<file path="src/rtl/pic_pkg.sv">
package pic_pkg;

    localparam int NSLOT    = 15;
    localparam int NEXT     = 5;
    localparam int NTMR     = 5;
    localparam int VEC_W    = 16;
    localparam int SLOT_IW  = $clog2(NSLOT);

    localparam logic [VEC_W-1:0] VEC_RESET = 16'hFFFC;
    localparam logic [VEC_W-1:0] VEC_FIRST = 16'hFFFA;
    localparam logic [VEC_W-1:0] VEC_BRK   = 16'hFFDC;

    // slot numbers, highest priority first
    localparam int SL_EXT0  = 0;
    localparam int SL_EXT1  = 1;
    localparam int SL_S1RX  = 2;
    localparam int SL_S1TX  = 3;
    localparam int SL_TMR0  = 4;
    localparam int SL_TMR1  = 5;
    localparam int SL_TMR2  = 6;
    localparam int SL_TMR3  = 7;
    localparam int SL_EXT3  = 8;
    localparam int SL_EXT4  = 9;
    localparam int SL_TMR4  = 10;
    localparam int SL_EXT2  = 11;
    localparam int SL_S2    = 12;
    localparam int SL_KEY   = 13;
    localparam int SL_CONV  = 14;

    typedef logic [NSLOT-1:0] slot_vec_t;

    typedef struct packed {
        slot_vec_t req;
        slot_vec_t en;
        logic      brk;
    } pic_state_t;

    function automatic logic [VEC_W-1:0] slot_vector(input logic [SLOT_IW-1:0] k);
        return VEC_FIRST - (VEC_W'(k) << 1);
    endfunction

endpackage

</file>
<file path="src/rtl/pic_edge_det.sv">
module pic_edge_det #(
    parameter int   STAGES  = 2,
    parameter logic RST_VAL = 1'b0
) (
    input  logic clk,
    input  logic rst_n,
    input  logic din,
    input  logic rise_sel,
    output logic edge_o
);

    typedef struct packed {
        logic [STAGES-1:0] sync;
        logic              prev;
    } det_t;

    det_t det_d, det_q;
    logic now_lvl;

    always_comb begin
        det_d      = det_q;
        det_d.sync = {det_q.sync[STAGES-2:0], din};
        det_d.prev = det_q.sync[STAGES-1];
        now_lvl    = det_q.sync[STAGES-1];
        edge_o     = rise_sel ? (now_lvl & ~det_q.prev) : (~now_lvl & det_q.prev);
    end

    always_ff @(posedge clk or negedge rst_n) begin
        if (!rst_n) begin
            det_q.sync <= {STAGES{RST_VAL}};
            det_q.prev <= RST_VAL;
        end else begin
            det_q <= det_d;
        end
    end

endmodule

</file>
<file path="src/rtl/pic_key_merge.sv">
module pic_key_merge #(
    parameter int KEY_W = 8
) (
    input  logic [KEY_W-1:0] pins,
    input  logic [KEY_W-1:0] inmode,
    output logic             all_high
);

    logic [KEY_W-1:0] masked;

    always_comb begin
        masked   = pins | ~inmode;
        all_high = &masked;
    end

endmodule

</file>
<file path="src/rtl/pic_prio_enc.sv">
module pic_prio_enc #(
    parameter int N  = 15,
    localparam int IW = $clog2(N)
) (
    input  logic [N-1:0]  pend,
    output logic          any,
    output logic [IW-1:0] idx
);

    always_comb begin
        any = |pend;
        idx = '0;
        for (int k = N - 1; k >= 0; k--) begin
            if (pend[k]) idx = IW'(k);
        end
    end

endmodule

</file>
<file path="src/rtl/pic_vec_ctrl.sv">
module pic_vec_ctrl
    import pic_pkg::*;
#(
    parameter int KEY_W       = 8,
    parameter int SYNC_STAGES = 2
) (
    input  logic             clk,
    input  logic             rst_n,
    input  logic             gdis_i,
    input  logic             brk_i,
    input  logic [NEXT-1:0]  ext_pin_i,
    input  logic [NEXT-1:0]  ext_rise_i,
    input  logic [NTMR-1:0]  tmr_uf_i,
    input  logic             sio1_sel_i,
    input  logic             sio1_rx_i,
    input  logic             sio1_tx_i,
    input  logic             sio2_sel_i,
    input  logic             sio2_done_i,
    input  logic [KEY_W-1:0] key_pin_i,
    input  logic [KEY_W-1:0] key_inmode_i,
    input  logic             adt_pin_i,
    input  logic             ad_done_i,
    input  logic             ad_sel_i,
    input  logic             en_wr_i,
    input  logic [NSLOT-1:0] en_wdata_i,
    input  logic             req_wr_i,
    input  logic [NSLOT-1:0] req_wdata_i,
    input  logic             ack_i,
    output logic             irq_o,
    output logic [VEC_W-1:0] vec_o,
    output logic             idis_set_o,
    output logic [NSLOT-1:0] req_o
);

    pic_state_t state_d, state_q;

    logic [NEXT-1:0]    ext_edge;
    logic               key_all_high;
    logic               key_fall;
    logic               adt_fall;
    slot_vec_t          set_vec;
    slot_vec_t          pend_eff;
    logic               win_any;
    logic [SLOT_IW-1:0] win_idx;
    logic               irq_raw;
    logic               accept;

    // external pins: synchronizer plus selectable edge
    for (genvar g = 0; g < NEXT; g++) begin : g_ext
        pic_edge_det #(
            .STAGES  (SYNC_STAGES),
            .RST_VAL (1'b0)
        ) i_ext_det (
            .clk      (clk),
            .rst_n    (rst_n),
            .din      (ext_pin_i[g]),
            .rise_sel (ext_rise_i[g]),
            .edge_o   (ext_edge[g])
        );
    end

    pic_key_merge #(
        .KEY_W (KEY_W)
    ) i_key_merge (
        .pins     (key_pin_i),
        .inmode   (key_inmode_i),
        .all_high (key_all_high)
    );

    pic_edge_det #(
        .STAGES  (SYNC_STAGES),
        .RST_VAL (1'b1)
    ) i_key_det (
        .clk      (clk),
        .rst_n    (rst_n),
        .din      (key_all_high),
        .rise_sel (1'b0),
        .edge_o   (key_fall)
    );

    pic_edge_det #(
        .STAGES  (SYNC_STAGES),
        .RST_VAL (1'b1)
    ) i_adt_det (
        .clk      (clk),
        .rst_n    (rst_n),
        .din      (adt_pin_i),
        .rise_sel (1'b0),
        .edge_o   (adt_fall)
    );

    pic_prio_enc #(
        .N (NSLOT)
    ) i_prio (
        .pend (pend_eff),
        .any  (win_any),
        .idx  (win_idx)
    );

    // source events mapped onto slots
    always_comb begin
        set_vec           = '0;
        set_vec[SL_EXT0]  = ext_edge[0];
        set_vec[SL_EXT1]  = ext_edge[1];
        set_vec[SL_EXT2]  = ext_edge[2];
        set_vec[SL_EXT3]  = ext_edge[3];
        set_vec[SL_EXT4]  = ext_edge[4];
        set_vec[SL_S1RX]  = sio1_sel_i & sio1_rx_i;
        set_vec[SL_S1TX]  = sio1_sel_i & sio1_tx_i;
        set_vec[SL_TMR0]  = tmr_uf_i[0];
        set_vec[SL_TMR1]  = tmr_uf_i[1];
        set_vec[SL_TMR2]  = tmr_uf_i[2];
        set_vec[SL_TMR3]  = tmr_uf_i[3];
        set_vec[SL_TMR4]  = tmr_uf_i[4];
        set_vec[SL_S2]    = sio2_sel_i & sio2_done_i;
        set_vec[SL_KEY]   = key_fall;
        set_vec[SL_CONV]  = ad_sel_i ? ad_done_i : adt_fall;
    end

    // arbitration, acceptance and next state
    always_comb begin
        slot_vec_t keep;
        slot_vec_t clr;
        logic      brk_clr;

        pend_eff = state_q.req & state_q.en & {NSLOT{~gdis_i}};
        irq_raw  = win_any | state_q.brk;
        accept   = ack_i & irq_raw & rst_n;

        keep    = req_wr_i ? req_wdata_i : '1;
        clr     = '0;
        brk_clr = 1'b0;
        if (accept) begin
            if (win_any) clr[win_idx] = 1'b1;
            else         brk_clr      = 1'b1;
        end

        state_d     = state_q;
        if (en_wr_i) state_d.en = en_wdata_i;
        state_d.req = (state_q.req & keep & ~clr) | set_vec;
        state_d.brk = (state_q.brk & ~brk_clr) | brk_i;

        irq_o      = ~rst_n | irq_raw;
        idis_set_o = accept;
        req_o      = state_q.req;
        if (!rst_n)       vec_o = VEC_RESET;
        else if (win_any) vec_o = slot_vector(win_idx);
        else              vec_o = VEC_BRK;
    end

    always_ff @(posedge clk or negedge rst_n) begin
        if (!rst_n) begin
            state_q <= '0;
        end else begin
            state_q <= state_d;
        end
    end

endmodule

</file>
<file path="config.mk">
export PLATFORM = sky130hd
export DESIGN_NAME = pic_vec_ctrl
export DESIGN_NICKNAME = d
export VERILOG_FILES = /design/src/rtl/pic_pkg.sv /design/src/rtl/pic_edge_det.sv /design/src/rtl/pic_key_merge.sv /design/src/rtl/pic_prio_enc.sv /design/src/rtl/pic_vec_ctrl.sv
export SDC_FILE = /design/constraint.sdc
export NUM_CORES = 1
export LEC_CHECK = 0
export ABC_AREA = 1
export CORE_MARGIN = 2
export CORE_UTILIZATION = 30
export DETAILED_ROUTE_END_ITERATION = 6
export PLACE_DENSITY = 0.61
export RECOVER_POWER = 25
export SLEW_MARGIN = 20
export SYNTH_ARGS = -nofsm -noshare
export SYNTH_HDL_FRONTEND = slang
export SYNTH_SLANG_ARGS = --single-unit
</file>
<file path="constraint.sdc">
create_clock -name clk -period 3.15 [get_ports clk]
set_clock_uncertainty 0.2 [all_clocks]
set_input_delay 0.315 -clock clk [delete_from_list [all_inputs] [get_ports clk]]
set_output_delay 0.315 -clock clk [all_outputs]
set_load 0.01 [all_outputs]
</file>
==> Word level (Yosys, flattened, before mapping) <==
Index checks and enable logic that the tools add are counted.
{ "classes": {"n_addsub": 1, "n_lt_le_gt_ge": 2, "mux": 30, "n_bitwise": 44, "reduce_logical": 3} }
{ "op_table": {"columns": ["op", "count"], "rows": [
  ["15-bit AND", 4],
  ["4-bit 2-to-1 mux", 15],
  ["15-bit 2-to-1 mux", 3],
  ["16-bit 2-to-1 mux", 2],
  ["1-bit AND", 18],
  ["1-bit inverter", 15],
  ["15-bit inverter", 1],
  ["15-bit bitwise OR", 1],
  ["15-bit OR reduction", 1],
  ["1-bit 2-to-1 mux", 9],
  ["8-bit inverter", 1],
  ["8-bit bitwise OR", 1],
  ["8-bit AND reduction", 1],
  ["4-bit by 6-bit subtractor with 7-bit output (first input constant)", 1],
  ["4-bit by 5-bit < comparator with 1-bit output (second input constant)", 1],
  ["1-bit demux with 4-bit select", 1],
  ["4-bit by 1-bit >= comparator with 1-bit output (second input constant)", 1],
  ["1-bit bitwise OR", 3],
  ["1-bit logical AND", 1]
]} }
{ "word_totals": {"regBits": 52, "input_bits": 76, "out_inout_bits": 33} }

==> Longest topological paths before layout <==
Gate-level depths: netlist (run 1).
{ "depth": {"word_depth": 26, "mapped_depth": 18, "mapped_depth_nobuf": 18} }

==> Cells and area by module <==
A second synthesis (run 1) with hierarchy kept.
{ "hier_totals": {"cells_unflattened": 403, "area_unflattened_um2": 2881.5} }
{ "by_module_without_submodules": {"columns": ["mod", "instances", "cells_each", "area_each_um2", "seq_area_each_um2"], "rows": [
  ["pic_vec_ctrl", 1, 268, 1879.3, 775.7],
  ["pic_edge_det at g_ext[0].i_ext_det ...", 5, 9, 100.1, 75.1],
  ["pic_edge_det at i_adt_det ...", 2, 9, 103.8, 78.8],
  ["pic_prio_enc", 1, 45, 192.7, 0.0],
  ["pic_key_merge", 1, 27, 101.3, 0.0]
]} }

==> Worst setup path before layout (run 1) <==
OpenSTA, ideal clock, no wires.
{ "synth_timing": {"path_type": "input to output", "startpoint": "input gdis_i", "endpoint": "output vec_o[4]", "arrival_ps": 1501, "t_required_ps": 2635, "slack_ps": 1134, "path_stages": 11, "n_path_buf": 1, "path_cell_list": "inv_2 buf_6 nand3_2 nor2_1 a21oi_1 o21ai_1 nand2_1 a21oi_4 ha_1 nand2_1 o211ai_1"} }
{ "synth_via": {"elab_chain_len": 20, "elab_cells_between_ends": 21, "cone_classes": "1 x add/sub; 17 x mux; 2 x bitwise; 1 x reduce/logical"} }
{ "synth_lines": {"columns": ["element", "line", "rtl"], "rows": [
  ["start: declaration", "pic_vec_ctrl.sv:9", "input logic gdis_i,"],
  ["1-bit inverter *", "pic_vec_ctrl.sv:126", "pend_eff = state_q.req & state_q.en & {NSLOT{~gdis_i}};"],
  ["15-bit AND *", "pic_vec_ctrl.sv:126", null],
  ["4-bit 2-to-1 mux (15 in a row)", "pic_prio_enc.sv:14", "if (pend[k]) idx = IW'(k);"],
  ["4-bit by 6-bit subtractor with 7-bit output", "pic_pkg.sv:39", "return VEC_FIRST - (VEC_W'(k) << 1);"],
  ["16-bit 2-to-1 mux *", "pic_vec_ctrl.sv:147", "else if (win_any) vec_o = slot_vector(win_idx);"],
  ["16-bit 2-to-1 mux *", "pic_vec_ctrl.sv:146", "if (!rst_n) vec_o = VEC_RESET;"],
  ["end: declaration", "pic_vec_ctrl.sv:30", "output logic [VEC_W-1:0] vec_o,"]
]} }
Mark *: on every way between the ends. The rest lies on a longest branch, timed or not.

==> Worst setup path after layout (run 1) <==
{ "layout_timing": {"startpoint": "input gdis_i", "endpoint": "output vec_o[3]"} }
Same word-level chain as after synthesis.

==> reports/results.ini, run 1 <==
[global_routing]
grt_start_max_net_pins = 51
grt_pass1_vias = 2356
antenna_found_initial = 0
grt_pass1_wl_mm = 11.31
overflow = 0
grt_usage = 0.1455

[hold_path]
whs_endpoint = g_ext[4].i_ext_det.det_d[0]
hold_class = register to register
hold_path_depth = 0
min_from = g_ext[4].i_ext_det.det_d[2]

[cts]
cts_root_buffer = clkbuf_8
clock_path_buffers = 2
clock_sinks = 52
cts-htree-levels = 2
cts_made_buffers = 5
clk_latency_ps = 310
cts_tree = built
path_clk_slew_ps = 90

[floorplan]
die_h_microns = 99.81
dieArea_sq_mm = 0.009962
top_level_ports = 109
die_w_microns = 99.81
core_sq_mm = 0.008806
fp-row-count = 34
start_util = 0.3127

[setup_path]
path_max_fanout = 12
path_delay_family = buffers and inverters
rr_endpoint = req_o[7]
endpoint_kind = primary output
cpPeakStageDelay_ps = 550
worst-path-buf-inv = 6
critPathSlowestCell = clkdlybuf4s50_1
r2r_slack_ps = 1010
worstSetupPathType = input port to primary output
required_ps = 2630
reg2regPathDepth = 12
crit_path_start_kind = input port
r2r_start = req_o[13]
arrival_ps = 2550
crit_chain = clkdlybuf4s50_1, clkinv_4, buf_4, nand3_2, nand2_1, inv_2, nand2_2, o21ai_1, inv_2, ha_1, nand2_1, clkdlybuf4s50_1

[timing]
period_share = 0.9730
tightest_slew_ps = 1210
holdWs_ps = 156.5
relSlewSlack = 0.1936
setup_viol = 0
drv_slew = 0
hold_violations = 0
period_minus_slack_ps = 3065
fin_ws_ps = 84.93
fmax_ghz = 0.3263

[drt]
wirelength_mm = 7.020
dr.pass1.iters = 4
drt_iter0_markers = 83
drc = 0
drt.antenna.violating_nets = 0
vias_per_cell = 4.443
routed-via-count = 2226
wl_per_cell_microns = 14.01

[placement]
place_inst = 489
gp_congestion = 0.8937
placed_area_sq_mm = 0.003716
portBuffers = 97
preCtsSetupSlack_ps = 43.43
hpwl_mm = 5.637

[yosys]
synth_top_area_frac = 0.4180
synth-seq-cells = 52
ys_seq_area_frac = 0.4752
synth_cell_type_count = 34
synthCells = 299
yosysWarnings = 0
synth_area_leaders = dfrtp_1, nand2_1, buf_4
synth_area_sq_mm = 0.002754
syn_avg_cell_area_sq_um = 9.210
synth_area_leader_cell = dfrtp_1

[finish]
seqCellArea_sq_mm = 0.001309
drive_gt1_frac = 0.1934
multi_input_area_sq_mm = 0.001126
fin_util = 0.4385
final-instance-count-excl-fill = 501
nFillCells = 860
syn2layout_area_growth_pct = 40.21
diodes = 0
fin_nets = 469
final_area_sq_mm = 0.003861

[power]
power.density_mw_per_mm2 = 436.6
leakage_nw = 1.740
ir_drop_uv = 176.6

[job]
max_cap_viol_count = 0

[outcome]
status = finished clean

[flip-flops by register name, indices dropped and copies added, names as in the netlist]
register               flops
i_key_det.det_q            1
req_o                     15
i_key_det.det_d            2
g_ext.i_ext_det.det_d     10
g_ext.i_ext_det.det_q      5
i_adt_det.det_d            2
state_q                   16
i_adt_det.det_q            1
[per-stage QoR]
stage               total power [mW]  setup TNS (ps)
floorplan                      1.072               0
finish                         1.686               0
global placement               1.285               0
global route                   1.787         -0.3071
detailed placement             1.293               0
CTS                            1.705               0
[final cells by class]
| class | instances | share of cell area |
|---|---|---|
| timing repair buffer | 107 | 0.2709 |
| clock buffer | 6 | 0.02139 |
| multi-input combinational | 188 | 0.2916 |
| clock inverter | 2 | 0.003889 |
| inverter | 38 | 0.03824 |
| tap | 108 | 0.03500 |
| sequential | 52 | 0.3390 |
[layout by cell type (no fill, tap or decap), types with 2 or more instances in the layout]
cell type / instances
dlygate4sd3_1: 8
dfstp_2: 5
nor2_2: 3
dlymetal6s2s_1: 2
nand4_1: 3
buf_4: 8
a21oi_1: 4
nor2_1: 15
o211ai_1: 3
nor2_4: 6
inv_2: 8
nand2_2: 5
conb_1: 11
o21a_1: 7
clkinvlp_4: 2
nand3_1: 11
inv_1: 29
nand3_2: 10
o22ai_1: 2
nor3_1: 2
o21ai_0: 10
mux2_2: 15
a21o_1: 2
nand2_4: 2
clkdlybuf4s50_1: 87
clkbuf_8: 6
o21ai_1: 4
dfrtp_1: 46
nand2_1: 64
o21bai_1: 2
[cells by family (layout without fill, tap and decap cells)]
group / Yosys count / after routing / share of synthesized area
simple gates: 124 / 124 / 0.2376
buf+inv: 68 / 153 / 0.1308
flops: 52 / 52 / 0.4752
compound gates: 37 / 37 / 0.08769
mux: 15 / 15 / 0.06134
other cells: 2 / 11 / 0.002727
fa+ha+maj: 1 / 1 / 0.004543
[cell usage after synthesis (all sizes together)]
master	n
o22ai	2
inv	38
o221ai	1
mux2	15
nand3	21
conb	2
nor4	1
o21ai	14
clkbuf	3
nand2	71
nor3	2
ha	1
a21oi	5
buf	27
nand4	4
o211ai	3
nor3b	1
dfrtp	46
dfstp	6
nor2	24
o21a	7
o2111ai	1
o21bai	2
a21o	2
[repair_timing]
action,in CTS,in global routing
setup buffers,0,3
hold endpoints to repair,2,0
hold buffers,1,0
resized for setup,0,7
setup endpoints to repair,0,5
[report_power, final]
group / total (mW) / switching [mW] / internal (mW)
Sequential: 0.774 / 0.0462 / 0.728
Clock: 0.405 / 0.227 / 0.178
Combinational: 0.506 / 0.246 / 0.260
[worst max-delay path by stage]
stage / startpoint / to / slack (ps) / cells past startpoint
final: gdis_i / vec_o[3] / 80 / 12
after CTS: gdis_i / vec_o[4] / 30 / 12
after detailed placement: gdis_i / vec_o[4] / 40 / 12
after floorplan: gdis_i / vec_o[4] / 1130 / 11
after global placement: gdis_i / vec_o[4] / 130 / 12
after global routing: gdis_i / vec_o[3] / -0.3 / 13
[metal layers]
layer  wire (microns)  GRT usage  vias to the layer above  part of all wire
li1                 -          -                     1105                 -
met1             2881     0.1736                     1032              0.41
met2             3517     0.2562                       80              0.50
met3              547    0.04526                        9             0.078
met4               74    0.03583                        0             0.011
met5                0          0                        -                 0
Note: power is estimated with default switching activity, not from simulation.
==> inputs of run 2 (changes only) <==
--- a/config.mk
+++ b/config.mk
@@ -11,7 +11,7 @@
 export DETAILED_ROUTE_END_ITERATION = 6
 export PLACE_DENSITY = 0.61
 export RECOVER_POWER = 25
-export SLEW_MARGIN = 20
+export SLEW_MARGIN = 10
 export SYNTH_ARGS = -nofsm -noshare
 export SYNTH_HDL_FRONTEND = slang
 export SYNTH_SLANG_ARGS = --single-unit
==> results of run 2 <==
Same layout as run 1: the final DEF is identical, and so are final timing and power.
==> inputs of run 3 (changes only) <==
--- a/config.mk
+++ b/config.mk
@@ -6,6 +6,7 @@
 export NUM_CORES = 1
 export LEC_CHECK = 0
 export ABC_AREA = 1
+export CAP_MARGIN = 20
 export CORE_MARGIN = 2
 export CORE_UTILIZATION = 30
 export DETAILED_ROUTE_END_ITERATION = 6
==> results of run 3 <==
Same layout as run 1: the final DEF is identical, and so are final timing and power.
